### src/rtl/cwc_pkg.sv
package cwc_pkg;

    // Which active half, if any, owns the channel of the current slot.
    typedef enum logic [1:0] {
        HIT_NONE = 2'd0,
        HIT_A    = 2'd1,
        HIT_B    = 2'd2
    } hit_e;

    // Half A has priority when both selects name the same block.
    function automatic hit_e pick_hit(input logic a_match, input logic b_match);
        if (a_match) begin
            return HIT_A;
        end
        if (b_match) begin
            return HIT_B;
        end
        return HIT_NONE;
    endfunction

endpackage

### src/rtl/cwc_slot_counter.sv
module cwc_slot_counter #(
    parameter int unsigned CH_W = 7
) (
    input  logic            clk,
    input  logic            rst_n,
    input  logic            word_strobe,
    input  logic            frame_sync,
    output logic [CH_W-1:0] chan_q,
    output logic            live_q,
    output logic [CH_W-1:0] nxt_chan,
    output logic            nxt_live
);

    localparam logic [CH_W-1:0] LAST_CH = '1;

    typedef struct packed {
        logic [CH_W-1:0] chan;
        logic            live;
    } cnt_t;

    cnt_t cnt_d, cnt_q;

    always_comb begin
        cnt_d = cnt_q;
        if (word_strobe) begin
            if (frame_sync) begin
                cnt_d.chan = '0;
                cnt_d.live = 1'b1;
            end else if (cnt_q.live) begin
                if (cnt_q.chan == LAST_CH) begin
                    cnt_d.live = 1'b0;
                end else begin
                    cnt_d.chan = cnt_q.chan + 1'b1;
                end
            end
        end
    end

    always_ff @(posedge clk or negedge rst_n) begin
        if (!rst_n) begin
            cnt_q <= '0;
        end else begin
            cnt_q <= cnt_d;
        end
    end

    assign chan_q   = cnt_q.chan;
    assign live_q   = cnt_q.live;
    assign nxt_chan = cnt_d.chan;
    assign nxt_live = cnt_d.live;

endmodule

### src/rtl/cwc_mask_bank.sv
module cwc_mask_bank #(
    parameter int unsigned BLK_W  = 3,
    parameter int unsigned MASK_W = 32
) (
    input  logic              clk,
    input  logic              rst_n,
    input  logic              load,
    input  logic [BLK_W-1:0]  sel_a_in,
    input  logic [BLK_W-1:0]  sel_b_in,
    input  logic [MASK_W-1:0] mask_in,
    output logic [BLK_W-1:0]  act_a,
    output logic [BLK_W-1:0]  act_b,
    output logic [MASK_W-1:0] act_mask,
    output logic [BLK_W-1:0]  eff_a,
    output logic [BLK_W-1:0]  eff_b,
    output logic [MASK_W-1:0] eff_mask
);

    typedef struct packed {
        logic [BLK_W-1:0]  sel_a;
        logic [BLK_W-1:0]  sel_b;
        logic [MASK_W-1:0] mask;
    } bank_t;

    bank_t bank_d, bank_q;

    always_comb begin
        bank_d = bank_q;
        if (load) begin
            bank_d.sel_a = sel_a_in;
            bank_d.sel_b = sel_b_in;
            bank_d.mask  = mask_in;
        end
    end

    always_ff @(posedge clk or negedge rst_n) begin
        if (!rst_n) begin
            bank_q.sel_a <= '0;
            bank_q.sel_b <= BLK_W'(1);
            bank_q.mask  <= '0;
        end else begin
            bank_q <= bank_d;
        end
    end

    assign act_a    = bank_q.sel_a;
    assign act_b    = bank_q.sel_b;
    assign act_mask = bank_q.mask;
    // Settings in force for the slot being entered on this edge.
    assign eff_a    = bank_d.sel_a;
    assign eff_b    = bank_d.sel_b;
    assign eff_mask = bank_d.mask;

endmodule

### src/rtl/cwc_slot_gate.sv
module cwc_slot_gate
    import cwc_pkg::*;
#(
    parameter int unsigned IDX_W = 4,
    parameter int unsigned BLK_W = 3,
    parameter int unsigned SLOTS = 16,
    localparam int unsigned CH_W   = IDX_W + BLK_W,
    localparam int unsigned MASK_W = 2 * SLOTS
) (
    input  logic              clk,
    input  logic              rst_n,
    input  logic              word_strobe,
    input  logic [IDX_W-1:0]  cur_idx,
    input  logic              cur_live,
    input  logic [CH_W-1:0]   nxt_chan,
    input  logic              nxt_live,
    input  logic [BLK_W-1:0]  eff_a,
    input  logic [BLK_W-1:0]  eff_b,
    input  logic [MASK_W-1:0] eff_mask,
    output logic              slot_en,
    output logic              blk_end
);

    localparam logic [IDX_W-1:0] LAST_IDX = '1;

    typedef struct packed {
        logic en;
        logic fin;
    } gate_t;

    gate_t gate_d, gate_q;

    logic [BLK_W-1:0] half_sel [2];
    logic [1:0]       half_match;
    logic [1:0]       half_bit;
    logic [BLK_W-1:0] nxt_blk;
    logic [IDX_W-1:0] nxt_idx;
    hit_e             hit;
    logic             mask_bit;

    assign nxt_blk     = nxt_chan[CH_W-1:IDX_W];
    assign nxt_idx     = nxt_chan[IDX_W-1:0];
    assign half_sel[0] = eff_a;
    assign half_sel[1] = eff_b;

    for (genvar h = 0; h < 2; h++) begin : g_half
        logic [SLOTS-1:0] half_mask;
        assign half_mask     = eff_mask[h*SLOTS +: SLOTS];
        assign half_match[h] = (nxt_blk == half_sel[h]);
        assign half_bit[h]   = half_mask[nxt_idx];
    end

    always_comb begin
        hit = pick_hit(half_match[0], half_match[1]);
        unique case (hit)
            HIT_A:   mask_bit = half_bit[0];
            HIT_B:   mask_bit = half_bit[1];
            default: mask_bit = 1'b0;
        endcase
    end

    always_comb begin
        gate_d     = gate_q;
        gate_d.fin = 1'b0;
        if (word_strobe) begin
            gate_d.en  = nxt_live & mask_bit;
            gate_d.fin = cur_live & (cur_idx == LAST_IDX);
        end
    end

    always_ff @(posedge clk or negedge rst_n) begin
        if (!rst_n) begin
            gate_q <= '0;
        end else begin
            gate_q <= gate_d;
        end
    end

    assign slot_en = gate_q.en;
    assign blk_end = gate_q.fin;

endmodule

### src/rtl/chan_window_ctrl.sv
module chan_window_ctrl #(
    parameter int unsigned SLOTS_PER_BLK = 16,
    parameter int unsigned NUM_BLKS      = 8,
    localparam int unsigned IDX_W  = $clog2(SLOTS_PER_BLK),
    localparam int unsigned BLK_W  = $clog2(NUM_BLKS),
    localparam int unsigned CH_W   = IDX_W + BLK_W,
    localparam int unsigned MASK_W = 2 * SLOTS_PER_BLK
) (
    input  logic              clk,
    input  logic              rst_n,
    input  logic              word_strobe,
    input  logic              frame_sync,
    input  logic [BLK_W-1:0]  blk_a_sel,
    input  logic [BLK_W-1:0]  blk_b_sel,
    input  logic [MASK_W-1:0] en_mask,
    output logic [CH_W-1:0]   cur_chan,
    output logic              frame_live,
    output logic              slot_en,
    output logic              blk_end
);

    logic [CH_W-1:0]   nxt_chan;
    logic              nxt_live;
    logic              blk_open;
    logic [BLK_W-1:0]  act_a, act_b, eff_a, eff_b;
    logic [MASK_W-1:0] act_mask, eff_mask;

    cwc_slot_counter #(.CH_W(CH_W)) u_counter (
        .clk        (clk),
        .rst_n      (rst_n),
        .word_strobe(word_strobe),
        .frame_sync (frame_sync),
        .chan_q     (cur_chan),
        .live_q     (frame_live),
        .nxt_chan   (nxt_chan),
        .nxt_live   (nxt_live)
    );

    // A new sixteen-channel group opens on this strobe.
    assign blk_open = word_strobe & nxt_live & (nxt_chan[IDX_W-1:0] == '0);

    cwc_mask_bank #(.BLK_W(BLK_W), .MASK_W(MASK_W)) u_bank (
        .clk     (clk),
        .rst_n   (rst_n),
        .load    (blk_open),
        .sel_a_in(blk_a_sel),
        .sel_b_in(blk_b_sel),
        .mask_in (en_mask),
        .act_a   (act_a),
        .act_b   (act_b),
        .act_mask(act_mask),
        .eff_a   (eff_a),
        .eff_b   (eff_b),
        .eff_mask(eff_mask)
    );

    cwc_slot_gate #(.IDX_W(IDX_W), .BLK_W(BLK_W), .SLOTS(SLOTS_PER_BLK)) u_gate (
        .clk        (clk),
        .rst_n      (rst_n),
        .word_strobe(word_strobe),
        .cur_idx    (cur_chan[IDX_W-1:0]),
        .cur_live   (frame_live),
        .nxt_chan   (nxt_chan),
        .nxt_live   (nxt_live),
        .eff_a      (eff_a),
        .eff_b      (eff_b),
        .eff_mask   (eff_mask),
        .slot_en    (slot_en),
        .blk_end    (blk_end)
    );

endmodule

### config.mk
export PLATFORM = sky130hd
export DESIGN_NAME = chan_window_ctrl
export DESIGN_NICKNAME = d
export VERILOG_FILES = /design/src/rtl/cwc_pkg.sv /design/src/rtl/cwc_slot_counter.sv /design/src/rtl/cwc_mask_bank.sv /design/src/rtl/cwc_slot_gate.sv /design/src/rtl/chan_window_ctrl.sv
export SDC_FILE = /design/constraint.sdc
export NUM_CORES = 1
export LEC_CHECK = 0
export ABC_AREA = 0
export BUFFER_PORTS_ARGS = -buffer_cell sky130_fd_sc_hd__buf_2
export CORE_MARGIN = 4
export CORE_UTILIZATION = 45
export DETAILED_ROUTE_END_ITERATION = 8
export PLACE_DENSITY = 0.76
export SETUP_SLACK_MARGIN = 0.1
export SYNTH_ARGS = -nofsm -noshare
export SYNTH_HDL_FRONTEND = slang
export SYNTH_SLANG_ARGS = --single-unit
### constraint.sdc
create_clock -name clk -period 3.5 [get_ports clk]
set_input_delay 0.175 -clock clk [delete_from_list [all_inputs] [get_ports clk]]
set_output_delay 0.175 -clock clk [all_outputs]
set_load 0.01 [all_outputs]
==> metrics.yaml, run 1 <==
start_util: 0.477
fin_setup_tns_ps: 0
clock_latency_ps: 300
syn_inst: 235
rr_worst_depth: 11
dp_hpwl_um: 4030
clkTransAtPathRegs_ps: 90
timing.rr.end: "u_gate.slot_en"
first_global_vias: 1912
cp_max_fo: 27
syn_nets: 278
cp.arrival_ps: 3250
ant_nets: 0
area_growth_pct: 18.2
final-instance-count-excl-fill: 359
drive_gt1_frac: 0.346
htree_levels: 2
rows: 26
hold_depth: 3
synthTopCellsByArea: "dfrtp_1, mux2_2, nand2_1"
p_per_area_mw_per_mm2: 626
cpMaxStageDelayCell: "dfrtp_1"
path_class: "flop to flop"
dp.cells: 351
port_buffers: 51
yosysTopAreaCellShare: 0.471
cts_tree: "built"
dr.pass1.iters: 4
gp_congestion: 0.825
yosys.cell_types.count: 53
fp.coreArea_mm2: 0.00524
drtIter0Drc: 157
rsz0062_at_grt: "false"
wl_per_cell_um: 15.6
min_period_ps: 3040
global_route.usage.total: 0.175
utilization: 0.564
p_leak_nw: 1.41
maxCapViolCount: 0
hold_class: "input pin to flop"
yosys_warnings: 0
hold_viol: 0
crit_path_cell_trace: "ha_1, nand3_1, nor2_1, o41ai_2, nor3b_4, buf_12, mux2_4, xor2_1, a21oi_2, nand4_1, o31ai_1"
yosys_most_used_dff: "dfrtp_1"
dieArea_mm2: 0.00681
synth_edf_count: 0
cts_root_buf: "clkbuf_8"
slew_violations: 0
grt_max_degree: 49
reg2reg_setup_slack_ps: 460
setup_viol: 0
drc_errors: 0
netlist_area_mm2: 0.00250
critPathCaptureType: "flop"
n_antenna_cell: 0
num_vias: 1952
antenna_found_initial: 0
yosys-top-cells-count: "dfrtp_1, nand2_1, mux2_2"
required_ps: 3710
async_flop_share: 1.00
cpPeakStageDelay_ps: 440
yosysMostFrequentCell: "dfrtp_1"
tightestPinTransition_ps: 1070
fp.dieH_um: 82.5
hold-path-endpoint: "u_bank.act_mask[11]"
skew_ps: 6.46
seq_area_frac_synth: 0.481
min_from: "en_mask[11]"
max_slew_margin: 0.283
status: "finished, final reports clean"
cts.sinks: 48
ctsHoldBuffers: 0
pin_count: 52
rr_startpoint: "u_counter.chan_q[0]"
ys_seq_elements: 48
syn_area_per_cell_um2: 10.6
period_share: 0.868
cts_buffer_depth: 2
crit_path_start_kind: "flop"
grt_pass1_wl_um: 9040
post_cts_buffers: 0
ir_drop_mv: 0.323
wl_um: 5590
cts_made_buffers: 5
die_w_um: 82.5
via_per_inst: 5.44
gr-total-overflow: 0
synth_top_area_cell: "dfrtp_1"
finalPower_mw: 1.85
cts_resized: 0
timing.fmax_mhz: 329
final_nets: 331
-- sequential cells by signal (all words and copies together), names as in the netlist --
name and cells:
u_counter.chan_q 7, u_gate.blk_end 1, u_bank.act_b 3, u_gate.slot_en 1
u_bank.act_a 3, u_bank.act_mask 32, u_counter.live_q 1
-- per-stage QoR --
stage	setup slack [ps]	area [um^2]	hold WS (ps)
after detailed placement	522	2830	371
after global routing	316	2950	56.3
after floorplan	886	2500	-121
after global placement	633	2830	366
after CTS	492	2950	59.8
final	462	2950	57.7
-- worst max-delay path: cells and delay by family, from the launching register on --
| family | cells | cell delay (ps) |
|---|---|---|
| AOI/OAI and AO/OA | 3 | 800 |
| and+or+nand+nor | 4 | 710 |
| DFF | 1 | 440 |
| muxes | 1 | 330 |
| adders and majority gates | 1 | 280 |
| buffers and inverters | 1 | 230 |
| xor gates and xnor gates | 1 | 150 |
-- cells in the final DEF (no fill, tap or decap), drive strengths merged, types with 2 or more instances in the layout --
cell and count:
nand4 3, dfrtp 47, nor3 4, a21oi 5, clkbuf 6, a311oi 3
nand4b 2, xnor2 6, mux2 26, a32oi 2, nand3 4, buf 57
nand2 45, nor2 10, nor2b 2, o211a 2, o21ai 10, inv 11
nor3b 2, and3 4, a31oi 5, mux2i 12
-- power by group --
group	switching, mW	leakage [nW]	internal [mW]
registers	0.0929	0.580	0.747
clock network	0.191	0.0614	0.234
logic	0.292	0.765	0.293
total	0.576	1.41	1.27
-- how the worst max path moves through the flow --
| stage | from | to | depth (start not counted) |
|---|---|---|---|
| 6_report | u_counter.chan_q[0] | u_gate.slot_en | 11 |
| 3_5_place_dp | u_counter.chan_q[0] | u_gate.slot_en | 11 |
| 3_3_place_gp | u_counter.chan_q[0] | u_gate.slot_en | 11 |
| 2_1_floorplan | u_counter.chan_q[0] | u_gate.slot_en | 12 |
| 4_1_cts | u_counter.chan_q[0] | u_gate.slot_en | 11 |
| 5_1_grt | u_counter.chan_q[0] | u_gate.slot_en | 11 |
-- logic make-up after synthesis --
kind of cell	Yosys count	share of synthesized area
AND/OR/NAND/NOR	79	0.150
AO/OA/AOI/OAI	40	0.124
flip-flops	48	0.481
buffers and inverters	22	0.0466
XOR/XNOR	7	0.0245
adder cells (fa/ha/maj)	1	0.00501
multiplexers	38	0.168
-- metal layers --
| layer | global-route usage | vias up | share of wire |
|---|---|---|---|
| met3 | 0.0347 | 11 | 0.067 |
| met4 | 0.0523 | 0 | 0.018 |
| met5 | 0 | - | 0 |
| met1 | 0.231 | 927 | 0.44 |
| li1 | - | 942 | - |
| met2 | 0.289 | 72 | 0.48 |
-- cell type report --
type                       count  area [um^2]
multi-input combinational    165         1180
clock inverter                 2         38.8
inverter                      11         43.8
clock buffer                   6         82.6
tap                           70         87.6
sequential                    48         1200
fill                         477         2280
timing repair buffer          57          313
No activity file was read; power rests on OpenSTA's default activity.
==> run 2: changes to the inputs <==
ABC_AREA = 1   (was 0)
PLACE_DENSITY = 0.75   (was 0.76)
==> metrics.yaml, run 2 <==
yosys-top-cells-count: "nand3_1, nand2_1, dfrtp_1"
maxCapViolCount: 0
crit_path_cell_trace: "ha_1, nand2_1, nor2_2, nand2_4, nand2_4, nand2_2, nand3_4, nand2_2, inv_1, nand3_2, buf_4, nand2_1, nand3_1, nand3_1, nand3_1, nand2_1, nand2_1, nand3_1, nand2_1, nand2_1, nand2_1"
syn_area_per_cell_um2: 7.78
ctsHoldBuffers: 1
syn_inst: 345
start_util: 0.476
period_share: 0.800
dp_hpwl_um: 4630
finalPower_mw: 1.96
n_antenna_cell: 0
p_leak_nw: 1.66
dr.pass1.iters: 4
crit_family: "simple AND/OR/NAND/NOR gates"
fp.coreArea_mm2: 0.00564
grt_max_degree: 49
setup_viol: 0
syn_nets: 388
largest_register_ffs: 32
mostFrequentLayoutCells: "nand3_1, nand2_1, buf_2"
critPathCaptureType: "flop"
utilization: 0.547
yosys_warnings: 0
dieArea_mm2: 0.00727
required_ps: 3710
tightestPinTransition_ps: 609
dp_worst_setup_slack_ps: 692
port_buffers: 51
hold_viol: 0
gp_congestion: 0.836
htree_levels: 2
fin_setup_tns_ps: 0
via_per_inst: 5.10
cts_root_buf: "clkbuf_8"
layout_commonest_cell: "nand3_1"
cts_resized: 0
crit_buf_inv: 2
min_period_ps: 2800
ant_nets: 0
gr-total-overflow: 0
global_route.usage.total: 0.180
async_flop_share: 1.00
drc_errors: 0
clkTransAtPathRegs_ps: 90
die_w_um: 85.2
cp.arrival_ps: 3010
placed_area_mm2: 0.00299
antenna_found_initial: 0
grt_pass1_wl_um: 10600
final_nets: 440
post_cts_buffers: 0
drive_gt1_frac: 0.201
final.fill_count: 542
synth_top_area_cell: "dfrtp_1"
ir_drop_mv: 0.290
skew_ps: 9.92
path_class: "flop to flop"
wl_um: 6290
path_common_cell: "nand2_1"
fin_ws_ps: 702
yosysMostFrequentCell: "nand3_1"
cts_buffer_depth: 2
cts_made_buffers: 5
yosys.cell_types.count: 30
rsz0062_at_grt: "false"
drtIter0Drc: 129
first_global_vias: 2342
synth_edf_count: 0
p_per_area_mw_per_mm2: 636
cts.sinks: 48
wl_per_cell_um: 13.4
pin_count: 52
rows: 27
netlist_area_mm2: 0.00269
area_growth_pct: 15.0
ys_seq_elements: 48
yosysTopAreaCellShare: 0.438
timing.fmax_mhz: 357
seq_area_frac_synth: 0.448
crit_path_start_kind: "flop"
clock_latency_ps: 310
max_slew_margin: 0.594
status: "finished, final reports clean"
cp_max_fo: 16
num_vias: 2399
slew_violations: 0
cpMaxStageDelayCell: "dfrtp_1"
cpPeakStageDelay_ps: 410
final_cell_area_mm2: 0.00309
fp.dieH_um: 85.2
yosys_most_used_dff: "dfrtp_1"
hold_class: "input pin to flop"
cts_tree: "built"
synthTopCellsByArea: "dfrtp_1, nand3_1, nand2_1"
[run 2: stage by stage]
stage | std cells | hold slack [ps]
2_1_floorplan | 345 | -121
5_1_grt | 470 | 139
3_3_place_gp | 461 | 313
3_5_place_dp | 461 | 309
4_1_cts | 470 | 132
6_report | 470 | 133
[run 2: cell families (layout without fill, tap and decap cells)]
group | after synthesis | in the layout | share of synthesized area
xor gates and xnor gates | 2 | 2 | 0.00652
adders and majority gates | 1 | 1 | 0.00466
and+or+nand+nor | 238 | 238 | 0.440
DFF | 48 | 48 | 0.448
buffers and inverters | 49 | 102 | 0.0848
AOI/OAI and AO/OA | 7 | 7 | 0.0158
[run 2: layout make-up]
type	instances	area, um^2	area share
multi-input combinational	248	1250	0.407
tap	72	90.1	0.0292
timing repair buffer	59	318	0.103
inverter	35	131	0.0426
sequential	48	1200	0.390
clock buffer	8	90.1	0.0292
[run 2: worst min-delay path: cells and delay by family]
family | cells | cell delay [ps]
and+or+nand+nor | 2 | 150
buffers and inverters | 1 | 80
[run 2: per-layer routing]
layer  wire (um)  vias to the layer above  track usage  share of wire
met1        2890                     1112        0.235           0.46
met3         249                        9       0.0301          0.040
li1            -                     1233            -              -
met5           0                        -            0              0
met2        3050                       45        0.303           0.49
met4          99                        0       0.0619          0.016
[run 2: final timing paths]
| kind | cells after the start | slack (ps) | to | from |
|---|---|---|---|---|
| max in group asynchronous | 3 | 2590 | u_bank.act_mask[19] | rst_n |
| worst max-delay path | 21 | 700 | u_gate.slot_en | u_counter.chan_q[1] |
| worst max register to register | 21 | 700 | u_gate.slot_en | u_counter.chan_q[1] |
| worst min-delay path | 3 | 130 | u_bank.act_mask[14] | en_mask[14] |
| min in group asynchronous | 3 | 500 | u_bank.act_mask[14] | rst_n |
| worst min register to register | 2 | 470 | u_bank.act_mask[11] | u_bank.act_mask[11] |
[run 2: power by group]
group / total [mW] / internal [mW] / leakage, nW / switching [mW]
combinational: 0.769 / 0.300 / 1.04 / 0.468
sequential: 0.851 / 0.779 / 0.577 / 0.0724
clock: 0.344 / 0.161 / 0.0455 / 0.182
==> run 3: changes to the inputs <==
ABC_AREA = 0   (was 1)
PLACE_DENSITY = 0.78   (was 0.75)
clock period = 2.5 ns   (was 3.5 ns; I/O delays follow)
==> metrics.yaml, run 3 (synthesis results as in run 1) <==
first_global_vias: 2033
netSwitchingPower_uw: 830
failed_checks: "negative setup slack"
mostFrequentLayoutCells: "buf_2, nand2_1, dfrtp_1"
port_buffers: 51
clkTransAtPathRegs_ps: 90
area_growth_pct: 29.5
dp.cells: 375
fin_ws_ps: -54.0
ant_nets: 0
gr-total-overflow: 0
rows: 26
crit_path_cell_trace: "ha_4, nand3_2, o211a_1, o221a_4, inv_4, nor3b_4, buf_12, mux2_4, xor2_1, a21oi_2, nand4_1, o31ai_1"
skew_ps: 5.01
path_class: "flop to flop"
rr_startpoint: "u_counter.chan_q[1]"
drc_errors: 0
dr.pass1.iters: 4
final_nets: 360
final-instance-count-excl-fill: 388
dp_hpwl_um: 4410
placed_area_mm2: 0.00306
hold-path-endpoint: "u_bank.act_mask[29]"
cts_buffer_depth: 2
global_route.usage.total: 0.187
tightestPinTransition_ps: 384
p_seq_frac: 0.439
gp_congestion: 0.884
timing.rr.end: "u_gate.slot_en"
cpPeakStageDelay_ps: 450
rsz0062_at_grt: "true"
clock_latency_ps: 300
cts_root_buf: "clkbuf_8"
p_comb_frac: 0.352
crit_path_start_kind: "flop"
drtIter0Drc: 71
wl_um: 5780
min_period_ps: 2550
final_cell_area_mm2: 0.00323
die_w_um: 82.5
crit_family: "compound AO/OA/AOI/OAI gates"
maxCapViolCount: 0
hold_viol: 0
antenna_found_initial: 0
grt_pass1_wl_um: 9670
n_antenna_cell: 0
p_int_mw: 1.85
via_per_inst: 5.24
hold_depth: 3
min_from: "en_mask[29]"
start_util: 0.477
drive_gt1_frac: 0.428
cts_tree: "built"
timing.fmax_mhz: 392
cp_max_fo: 13
wl_per_cell_um: 14.9
grt_max_degree: 23
cp.arrival_ps: 2770
period_share: 1.02
dieArea_mm2: 0.00681
largest_register_ffs: 32
critPathCaptureType: "flop"
p_leak_nw: 1.55
cts_made_buffers: 5
pin_count: 52
cpMaxStageDelayCell: "dfrtp_2"
p_per_area_mw_per_mm2: 830
required_ps: 2720
layout_commonest_cell: "buf_2"
fin_setup_tns_ps: -54.0
slew_violations: 0
max_slew_margin: 0.744
reg2reg_setup_slack_ps: -50
switching_share: 0.309
status: "finished, violations left"
clkPwrFrac: 0.209
rr_worst_depth: 12
hold_class: "input pin to flop"
setup_viol: 1
whs_ps: 1.85
fp.coreArea_mm2: 0.00524
htree_levels: 2
num_vias: 2035
fp.dieH_um: 82.5
crit_buf_inv: 2
cts.sinks: 48
ir_drop_mv: 0.521
==> run 3: layer usage <==
layer / part of all wire / vias up / global-route usage / wire length (um)
met5: 0 / - / 0 / 0
met4: 0.014 / 0 / 0.0441 / 81
met3: 0.053 / 8 / 0.0336 / 308
met2: 0.49 / 43 / 0.323 / 2840
met1: 0.44 / 986 / 0.245 / 2550
li1: - / 998 / - / -
==> run 3: worst max-delay path by stage <==
stage                         from        endpoint  slack, ps  cells past startpoint
4_1_cts        u_counter.chan_q[1]  u_gate.slot_en        -60                      9
3_5_place_dp   u_counter.chan_q[1]  u_gate.slot_en       -150                     11
2_1_floorplan  u_counter.chan_q[0]  u_gate.slot_en         60                     13
6_report       u_counter.chan_q[1]  u_gate.slot_en        -50                     12
5_1_grt        u_counter.chan_q[1]  u_gate.slot_en       -200                     12
3_3_place_gp   u_counter.chan_q[1]  u_gate.slot_en        -70                     11
==> run 3: timing repair <==
item / CTS / global route
endpoints found under the hold margin: 14 / 0
hold buffers: 1 / 0
pin swaps: 0 / 1
setup buffers: 2 / 2
endpoints found under the setup margin: 2 / 8
resized for setup: 4 / 4
gates cloned: 0 / 0
==> run 3: tightest hold or removal path: stages <==
cell,delay (ps)
buf_2,70
nand2_1,40
nand2_1,40
==> run 3: power groups by stage <==
stage	Clock [mW]	Combinational (mW)	Sequential (mW)
global route	0.607	1.05	1.21
detailed placement	0	0.911	1.19
finish	0.562	0.946	1.18
global placement	0	0.889	1.18
floorplan	0	0.639	1.17
CTS	0.564	0.928	1.18
==> run 3: metrics by stage <==
| stage | setup WS [ps] | power [mW] | util |
|---|---|---|---|
| after global placement | -69.8 | 2.07 | 0.584 |
| after detailed placement | -146 | 2.10 | 0.584 |
| after global routing | -197 | 2.87 | 0.617 |
| after CTS | -60.8 | 2.67 | 0.610 |
| final | -54.0 | 2.69 | 0.617 |
| after floorplan | 64.0 | 1.80 | - |
==> run 3: cell type report <==
cell class,count,area [um^2]
repair buffers,86,549
clock inverters,1,30.0
fillers,447,2000
clock buffers,7,76.3
multi-input cells,165,1240
flip-flops and latches,48,1200
well taps,70,87.6
inverters,11,43.8
